### src/rtl/wdt_pkg.sv
package wdt_pkg;

  localparam int SCALE_W = 3;

  typedef struct packed {
    logic                 unlock;
    logic                 run;
    logic [SCALE_W-1:0]   scale;
  } wdt_ctrl_t;

  localparam int CTRL_W = $bits(wdt_ctrl_t);

  // Last count value before wrap: 2^(base+scale) - 1
  function automatic logic [31:0] wdt_term(input int unsigned base,
                                           input logic [SCALE_W-1:0] scale);
    return (32'd1 << (base + 32'(scale))) - 32'd1;
  endfunction

  // A write that arms the stop window carries unlock and run together
  function automatic logic wdt_is_arm(input wdt_ctrl_t w);
    return w.unlock & w.run;
  endfunction

endpackage

### src/rtl/wdt_unlock_win.sv
module wdt_unlock_win #(
  parameter int WIN_CYCLES = 4
) (
  input  logic clk,
  input  logic rst_n,
  input  logic arm,
  input  logic consume,
  output logic open
);
  localparam int WW = $clog2(WIN_CYCLES + 1);

  logic [WW-1:0] left_q;

  always_ff @(posedge clk) begin
    if (!rst_n)            left_q <= '0;
    else if (arm)          left_q <= WW'(WIN_CYCLES);
    else if (consume)      left_q <= '0;
    else if (left_q != '0) left_q <= left_q - 1'b1;
  end

  assign open = (left_q != '0);

endmodule

### src/rtl/wdt_ctrl_reg.sv
module wdt_ctrl_reg
  import wdt_pkg::*;
(
  input  logic               clk,
  input  logic               rst_n,
  input  logic               we,
  input  wdt_ctrl_t          wdata,
  input  logic               win_open,
  output logic               run_q,
  output logic [SCALE_W-1:0] scale_q,
  output logic               arm_evt,
  output logic               stop_evt
);

  assign arm_evt  = we & wdt_is_arm(wdata);
  assign stop_evt = we & ~wdata.run & win_open;

  always_ff @(posedge clk) begin
    if (!rst_n) begin
      run_q   <= 1'b0;
      scale_q <= '0;
    end else if (we) begin
      scale_q <= wdata.scale;
      if (wdata.run)     run_q <= 1'b1;
      else if (win_open) run_q <= 1'b0;
    end
  end

endmodule

### src/rtl/wdt_timeout_cnt.sv
module wdt_timeout_cnt
  import wdt_pkg::*;
#(
  parameter int BASE_LOG2 = 14,
  parameter int CNT_W     = BASE_LOG2 + (1 << SCALE_W) - 1
) (
  input  logic               clk,
  input  logic               rst_n,
  input  logic               run,
  input  logic [SCALE_W-1:0] scale,
  input  logic               kick,
  input  logic               tick,
  output logic [CNT_W-1:0]   cnt_q,
  output logic               wrap_evt,
  output logic               bite_q
);

  logic [CNT_W-1:0] term;

  assign term     = CNT_W'(wdt_term(BASE_LOG2, scale));
  assign wrap_evt = run & tick & ~kick & (cnt_q == term);

  always_ff @(posedge clk) begin
    if (!rst_n) begin
      cnt_q  <= '0;
      bite_q <= 1'b0;
    end else begin
      bite_q <= wrap_evt;
      if (kick)             cnt_q <= '0;
      else if (wrap_evt)    cnt_q <= '0;
      else if (run && tick) cnt_q <= cnt_q + 1'b1;
    end
  end

endmodule

### src/rtl/wdt_guard.sv
module wdt_guard
  import wdt_pkg::*;
#(
  parameter int BASE_LOG2  = 14,
  parameter int WIN_CYCLES = 4
) (
  input  logic              clk,
  input  logic              rst_n,
  input  logic              cfg_we,
  input  logic [CTRL_W-1:0] cfg_wdata,
  input  logic              kick,
  input  logic              tick,
  output logic [CTRL_W-1:0] ctrl_q,
  output logic              bite
);
  localparam int CNT_W = BASE_LOG2 + (1 << SCALE_W) - 1;

  wdt_ctrl_t          wdata;
  logic               win_open;
  logic               run_q;
  logic [SCALE_W-1:0] scale_q;
  logic               arm_evt;
  logic               stop_evt;
  logic [CNT_W-1:0]   cnt_q;
  logic               wrap_evt;

  assign wdata = cfg_wdata;

  wdt_ctrl_reg u_reg (
    .clk      (clk),
    .rst_n    (rst_n),
    .we       (cfg_we),
    .wdata    (wdata),
    .win_open (win_open),
    .run_q    (run_q),
    .scale_q  (scale_q),
    .arm_evt  (arm_evt),
    .stop_evt (stop_evt)
  );

  wdt_unlock_win #(.WIN_CYCLES(WIN_CYCLES)) u_win (
    .clk     (clk),
    .rst_n   (rst_n),
    .arm     (arm_evt),
    .consume (stop_evt),
    .open    (win_open)
  );

  wdt_timeout_cnt #(.BASE_LOG2(BASE_LOG2), .CNT_W(CNT_W)) u_cnt (
    .clk      (clk),
    .rst_n    (rst_n),
    .run      (run_q),
    .scale    (scale_q),
    .kick     (kick),
    .tick     (tick),
    .cnt_q    (cnt_q),
    .wrap_evt (wrap_evt),
    .bite_q   (bite)
  );

  assign ctrl_q = {win_open, run_q, scale_q};

endmodule

### config.mk
export PLATFORM = sky130hd
export DESIGN_NAME = wdt_guard
export DESIGN_NICKNAME = d
export VERILOG_FILES = /design/src/rtl/wdt_pkg.sv /design/src/rtl/wdt_unlock_win.sv /design/src/rtl/wdt_ctrl_reg.sv /design/src/rtl/wdt_timeout_cnt.sv /design/src/rtl/wdt_guard.sv
export SDC_FILE = /design/constraint.sdc
export NUM_CORES = 1
export LEC_CHECK = 0
export ABC_AREA = 1
export BUFFER_PORTS_ARGS = -buffer_cell sky130_fd_sc_hd__buf_2
export CORE_UTILIZATION = 64
export CTS_CLUSTER_SIZE = 12
export DETAILED_ROUTE_END_ITERATION = 7
export PLACE_DENSITY = 0.85
export RECOVER_POWER = 100
export SLEW_MARGIN = 20
export SYNTH_ARGS = -nofsm -noshare
export SYNTH_HDL_FRONTEND = slang
export SYNTH_HIERARCHICAL = 1
export SYNTH_SLANG_ARGS = --single-unit
### constraint.sdc
create_clock -name clk -period 4.1 [get_ports clk]
set_input_delay 0.41 -clock clk [delete_from_list [all_inputs] [get_ports clk]]
set_output_delay 0.41 -clock clk [all_outputs]
set_load 0.005 [all_outputs]
==> results by group, run 1 <==
Layout
  – Layout overhead on the synthesized area: 6.34%
  – Final-stage net count: 339
  – Number of inserted diodes: 0
  – Final standard cell count with taps included and fillers excluded: 353
  – Final design instance area without fill: 2060 um^2
  – # fillers: 247
  – Fraction of final layout cells sized beyond drive strength 1: 0.102
  – Final core occ: 0.733

Drt
  – Via count of the routed design: 1838
  – Length of the first detailed-routing pass in iterations: 6
  – Antenna-violating nets left: 0
  – Detailed-route vias per instance: 5.21
  – Routed wirelength normalized by instance count: 11.1 um
  – Routed wire length: 3910 um
  – DRC violation count after routing: 0
  – Violation count after the first detailed-route iteration: 88

Critical path
  – CP max stage cell: nand2_1
  – Reg-to-reg setup timing slack: 1.57 ns
  – Number of cells traversed by the worst register-to-register path: 10
  – Sort of element at the end of the critical path: flop
  – Worst EP arrival: 2.72 ns
  – Element type at the critical path start: flop
  – Crit path top cell by count: nand2_1
  – CP cell instances: inv_1 -> ha_1 -> nand2_1 -> nand2_1 -> xor2_1 -> nand3_1 -> nor2_1 -> nand2_1 -> nand2_1 -> nor2_1
  – Reg2reg start: u_reg/scale_q[1]
  – Worst setup path class: flop to flop
  – Maximum net fanout on the critical path: 21
  – Largest stage delay on the critical path: 0.54 ns
  – Worst Path Required: 4.29 ns
  – Destination of the worst register-to-register timing path: u_cnt/cnt_q[11]

Power
  – Net Sw Frac: 0.324
  – Switching power: 0.226 mW
  – Relative contribution of combinational cells to total power: 0.266
  – Standby leakage power: 0.927 nW
  – Power Internal: 0.471 mW
  – Overall power of the completed layout: 0.696 mW
  – Part of the power in registers: 0.446
  – Clock network power share: 0.287
  – Max IR drop VDD: 0.000337 V
  – Power density of the placed cells: 339 nW/um^2

CTS
  – TritonCTS clock tree: done
  – Maximum root-to-sink buffer count: 2
  – Postcts setup bufs: 0
  – H-tree levels: 2
  – Number of clock buffers inserted by TritonCTS: 5
  – Cts repair resizes: 0
  – Clock slew seen by the registers of the worst setup and hold paths: 0.10 ns
  – Clk sink count: 29
  – Worst-Skew Late Latency: 0.33 ns
  – Cell chosen for the clock root: clkbuf_4
  – Number of hold buffers added after cts: 0

Worst hold path
  – WHS Path Cells: 3
  – Worst-case hold path end point: u_reg/scale_q[2]
  – Hold path start: cfg_wdata[2]
  – Class of the worst hold path: primary input to flop

Placed design
  – Instance area at placement: 2000 um^2
  – Final HPWL from detailed placement: 2930 um
  – Number of placed instances, taps included: 345
  – Number of buffers inserted by port buffering: 15
  – Dpl ws: 1.85 ns
  – Final weighted congestion in routability-driven placement: 0.913

Run
  – Max-cap violations: 0

STA
  – Worst-Margin Slew: 0.736 ns
  – Setup violation total in the final timing report: 0
  – Count of final hold-check violations: 0
  – Final period demand of the worst path: 2.53 ns
  – Highest Clock Rate: 396 MHz
  – Total Negative Setup Slacks: 0 ns
  – RSZ-0062 raised after global routing: no
  – Worst-case hold slack: 0.295 ns
  – Post-layout worst setup margin: 1.57 ns
  – Pins over their slew limit: 0
  – Post-Route Skew: 0.00870 ns
  – Post-route fraction of the period consumed by the critical path: 0.616
  – Rel. slew slack: 0.508

Floorplanning
  – Initial standard-cell utilization of the core: 0.689
  – Number of cell rows: 19
  – Horizontal die dimension: 57.0 um
  – Core box area: 2810 um^2
  – Vertical die dimension: 57.0 um
  – Total die area: 3240 um^2
  – I/O Pins: 16

Synth
  – Mapped cell area: 1930 um^2
  – Syn Area/Cell: 6.34 um^2
  – Synthesis Warnings: 6
  – Synth Net Count: 323
  – Cells after synthesis: 305

GRT
  – Largest net degree at the start of global routing: 22
  – GRT Overall Usage: 0.270
  – Number of antenna violations at the first check in global routing: 0
  – Wire length of the first global-routing pass: 6800 um
  – Total overflow reported by the global router: 0
  – Number of global-route vias before repair: 1722

Status
  – Result of the run: finished, final reports clean
## registers in the layout (all words and copies together) (netlist names)
signal         flops
u_cnt/cnt_q       21
u_reg/scale_q      3
u_win/left_q       3
u_cnt/bite_q       1
u_reg/run_q        1
## power by group through the flow
stage / registers (mW) / clock network [mW] / logic (mW)
3_3_place_gp: 0.316 / 0 / 0.187
4_1_cts: 0.311 / 0.207 / 0.195
5_1_grt: 0.314 / 0.220 / 0.214
6_report: 0.311 / 0.200 / 0.186
2_1_floorplan: 0.315 / 0 / 0.167
3_5_place_dp: 0.317 / 0 / 0.194
## worst max-delay path by stage
stage / cells after the start / slack (ns) / startpoint / end
floorplan: 11 / 2.22 / u_reg/scale_q[1] / u_cnt/cnt_q[7]
global placement: 10 / 1.98 / u_reg/scale_q[1] / u_cnt/cnt_q[14]
detailed placement: 10 / 1.85 / u_reg/scale_q[1] / u_cnt/cnt_q[11]
CTS: 10 / 1.83 / u_reg/scale_q[1] / u_cnt/cnt_q[11]
global route: 10 / 1.31 / u_reg/scale_q[1] / u_cnt/cnt_q[11]
finish: 10 / 1.57 / u_reg/scale_q[1] / u_cnt/cnt_q[11]
## cell type report
| type | count | area, um^2 | area share |
|---|---|---|---|
| clock buffer | 7 | 65.1 | 0.0316 |
| clock inverter | 1 | 5.00 | 0.00243 |
| inverter | 51 | 191 | 0.0931 |
| multi-input combinational | 219 | 1100 | 0.536 |
| sequential | 29 | 581 | 0.282 |
| tap | 31 | 38.8 | 0.0189 |
| timing repair buffer | 15 | 73.8 | 0.0359 |
## worst max-delay path: cells and delay by family (launching register included)
family | cells | cell delay, ns
XOR/XNOR | 1 | 0.19
buffers and inverters | 1 | 0.14
adder cells (fa/ha/maj) | 1 | 0.41
AND/OR/NAND/NOR | 7 | 1.17
flip-flops | 1 | 0.46
## per-layer routing
| metal | track usage | up-vias | wire, um |
|---|---|---|---|
| li1 | - | 959 | - |
| met1 | 0.307 | 810 | 1750 |
| met2 | 0.469 | 55 | 1840 |
| met3 | 0.0635 | 14 | 213 |
| met4 | 0.146 | 0 | 102 |
| met5 | 0 | - | 0 |
## cell usage in the layout, fill, tap and decap left out, types with 2 or more instances in the layout
cell,instances
nand2_1,75
nor2_1,62
inv_1,49
dfxtp_1,29
nand3_1,22
xor2_1,15
buf_2,14
nand4_1,8
ha_1,8
nor3_1,7
xnor2_1,6
clkbuf_4,5
o21ai_0,4
nor2_2,3
a21oi_2,3
clkbuf_8,2
nand2_2,2
inv_2,2
Note: power is estimated with default switching activity, not from simulation.
==> run 2: changes to the inputs <==
--- a/config.mk
+++ b/config.mk
@@ -7,10 +7,10 @@
 export LEC_CHECK = 0
 export ABC_AREA = 1
 export BUFFER_PORTS_ARGS = -buffer_cell sky130_fd_sc_hd__buf_2
-export CORE_UTILIZATION = 64
+export CORE_UTILIZATION = 59
 export CTS_CLUSTER_SIZE = 12
 export DETAILED_ROUTE_END_ITERATION = 7
-export PLACE_DENSITY = 0.85
+export PLACE_DENSITY = 0.79
 export RECOVER_POWER = 100
 export SLEW_MARGIN = 20
 export SYNTH_ARGS = -nofsm -noshare
==> constraint.sdc (replaced) <==
create_clock -name clk -period 2.5 [get_ports clk]
set_input_delay 0.25 -clock clk [delete_from_list [all_inputs] [get_ports clk]]
set_output_delay 0.25 -clock clk [all_outputs]
set_load 0.005 [all_outputs]
==> run 2 against run 1 <==
Register-to-register slack got worse by 1.3 ns. Cell area up 0.37%. Sequential power is 63% higher. Critical endpoint is now u_cnt/cnt_q[19]. Largest power group unchanged. Core utilization fell by 6.3 points.
==> results by group, run 2 (same netlist as run 1, synthesis figures left out) <==
GRT
  – Largest net degree at the start of global routing: 22 (unchanged)
  – Number of global-route vias before repair: 1620 (-5.9%)
  – Met2 usage: 0.416 (-0.0532)
  – Layer with the highest usage after global routing: met2
  – Routing usage on met3: 0.0677 (+0.00419)
  – Number of antenna violations at the first check in global routing: 0 (unchanged)
  – Fraction of met1 tracks used by global routing: 0.272 (-0.0349)
  – Total overflow reported by the global router: 0 (unchanged)
  – Wire length of the first global-routing pass: 6330 um (-6.9%)
  – GRT Overall Usage: 0.242 (-0.0283)

Layout
  – Final-stage net count: 340 (+0.29%)
  – Fraction of final layout cells sized beyond drive strength 1: 0.0994 (-0.00311)
  – Layout overhead on the synthesized area: 6.73%
  – Highest-count cells in the layout ignoring fill and taps: 73 x nand2_1, 63 x nor2_1, 49 x inv_1
  – Most common cell after layout, fill and taps aside: nand2_1
  – Flip-flop count of the largest register, all copies and words added: 21 (unchanged)
  – Final standard cell count with taps included and fillers excluded: 366 (+3.7%)
  – Number of inserted diodes: 0 (unchanged)
  – Biggest regs: u_cnt/cnt_q (21), u_reg/scale_q (3), u_win/left_q (3)
  – Most flops, register: u_cnt/cnt_q

Floorplanning
  – Vertical die dimension: 59.2 um (+4.0%)
  – Number of cell rows: 20 (+1)
  – Core box area: 3080 um^2 (+9.7%)
  – Total die area: 3510 um^2 (+8.2%)
  – I/O Pins: 16 (unchanged)
  – Initial standard-cell utilization of the core: 0.628 (-0.0611)
  – Horizontal die dimension: 59.2 um (+4.0%)

Power
  – Standby leakage power: 0.918 nW (-0.89%)
  – Max IR drop VDD: 0.000621 V (+84%)
  – Power density of the placed cells: 530 nW/um^2 (+56%)

Critical path
  – Worst setup path class: flop to flop
  – Maximum net fanout on the critical path: 21 (unchanged)
  – Worst Path Required: 2.71 ns (-1.58 ns)
  – Element type at the critical path start: flop
  – Number of cells traversed by the worst register-to-register path: 10 (unchanged)
  – Sort of element at the end of the critical path: flop
  – Worst EP arrival: 2.43 ns (-0.29 ns)
  – Reg-to-reg setup timing slack: 0.28 ns (-1.29 ns)

Placed design
  – Number of placed instances, taps included: 359 (+4.1%)
  – Final weighted congestion in routability-driven placement: 0.982 (+7.6%)
  – Number of buffers inserted by port buffering: 15 (unchanged)
  – Dpl ws: 0.273 ns (-1.57 ns)
  – Final HPWL from detailed placement: 2880 um (-1.9%)

Drt
  – Antenna-violating nets left: 0 (unchanged)
  – Length of the first detailed-routing pass in iterations: 4 (-2)
  – Via count of the routed design: 1765 (-4.0%)
  – Routed wirelength normalized by instance count: 10.4 um (-6.0%)
  – Detailed-route vias per instance: 4.82 (-7.4%)
  – Violation count after the first detailed-route iteration: 71 (-19%)
  – DRC violation count after routing: 0 (unchanged)
  – Routed wire length: 3810 um (-2.5%)

CTS
  – Clk sink count: 29 (unchanged)
  – Clock slew seen by the registers of the worst setup and hold paths: 0.09 ns (about the same)
  – H-tree levels: 2 (unchanged)
  – Cell chosen for the clock root: clkbuf_4
  – Maximum root-to-sink buffer count: 2 (unchanged)
  – Cts repair resizes: 0 (unchanged)
  – Worst-Skew Late Latency: 0.33 ns (about the same)
  – Postcts setup bufs: 0 (unchanged)
  – Number of clock buffers inserted by TritonCTS: 5 (unchanged)
  – TritonCTS clock tree: done
  – Number of hold buffers added after cts: 0 (unchanged)

Run
  – Max-cap violations: 0 (unchanged)

STA
  – Final period demand of the worst path: 2.22 ns (-0.308 ns)
  – Post-layout worst setup margin: 0.282 ns (-1.29 ns)
  – Worst-Margin Slew: 0.485 ns (-0.251 ns)
  – Total Negative Setup Slacks: 0 ns (unchanged)
  – Rel. slew slack: 0.674 (+0.166)
  – Pins over their slew limit: 0 (unchanged)
  – Post-route fraction of the period consumed by the critical path: 0.887 (+0.271)
  – Highest Clock Rate: 451 MHz (+14%)
  – Post-Route Skew: 0.00657 ns (-0.00214 ns)
  – RSZ-0062 raised after global routing: no
  – Setup violation total in the final timing report: 0 (unchanged)
  – Count of final hold-check violations: 0 (unchanged)

Status
  – Result of the run: finished, final reports clean

Worst hold path
  – Class of the worst hold path: primary input to flop
  – WHS Path Cells: 3 (unchanged)
-- run 2: where the power goes --
part	internal (mW)	switching, mW	total (mW)
registers	0.490	0.0181	0.508
clock network	0.132	0.153	0.285
logic	0.120	0.181	0.301
total	0.742	0.352	1.09
-- run 2: critical path, stage by stage (launching register included) --
cell	delay, ns
dfxtp_1	0.45
inv_1	0.14
ha_1	0.42
nand2_2	0.13
xor2_1	0.18
nor2_1	0.13
nand3_1	0.08
nor2_1	0.10
nand2_1	0.06
nand2_2	0.31
nor2_1	0.09
-- run 2: final timing paths --
| check | endpoint | from |
|---|---|---|
| setup / recovery | u_cnt/cnt_q[19] | u_reg/scale_q[1] |
| hold / removal | u_reg/scale_q[0] | cfg_wdata[0] |
| setup reg to reg | u_cnt/cnt_q[19] | u_reg/scale_q[1] |
| hold reg to reg | u_win/left_q[0] | u_win/left_q[0] |
-- run 2: per-layer routing --
| metal | routed length, um | share of wire |
|---|---|---|
| met5 | 0 | 0 |
| met2 | 1720 | 0.45 |
| met4 | 110 | 0.029 |
| met3 | 164 | 0.043 |
| met1 | 1820 | 0.48 |
-- run 2: final cells by class --
type	instances	area, um^2
Tap cell	44	55.1
Timing Repair Buffer	16	77.6
Multi-Input combinational cell	219	1100
Fill cell	287	1010
Sequential cell	29	581
Clock buffer	7	55.1
Inverter	51	191
-- run 2: stage by stage --
| stage | hold slack, ns | area (um^2) | power, mW | utilization |
|---|---|---|---|---|
| final | 0.142 | 2060 | 1.09 | 0.670 |
| after detailed placement | 0.476 | 2020 | 0.833 | 0.657 |
| after global routing | 0.150 | 2060 | 1.18 | 0.670 |
| after floorplan | 0.372 | 1930 | 0.790 | - |
| after CTS | 0.134 | 2080 | 1.12 | 0.675 |
| after global placement | 0.482 | 2020 | 0.828 | 0.657 |
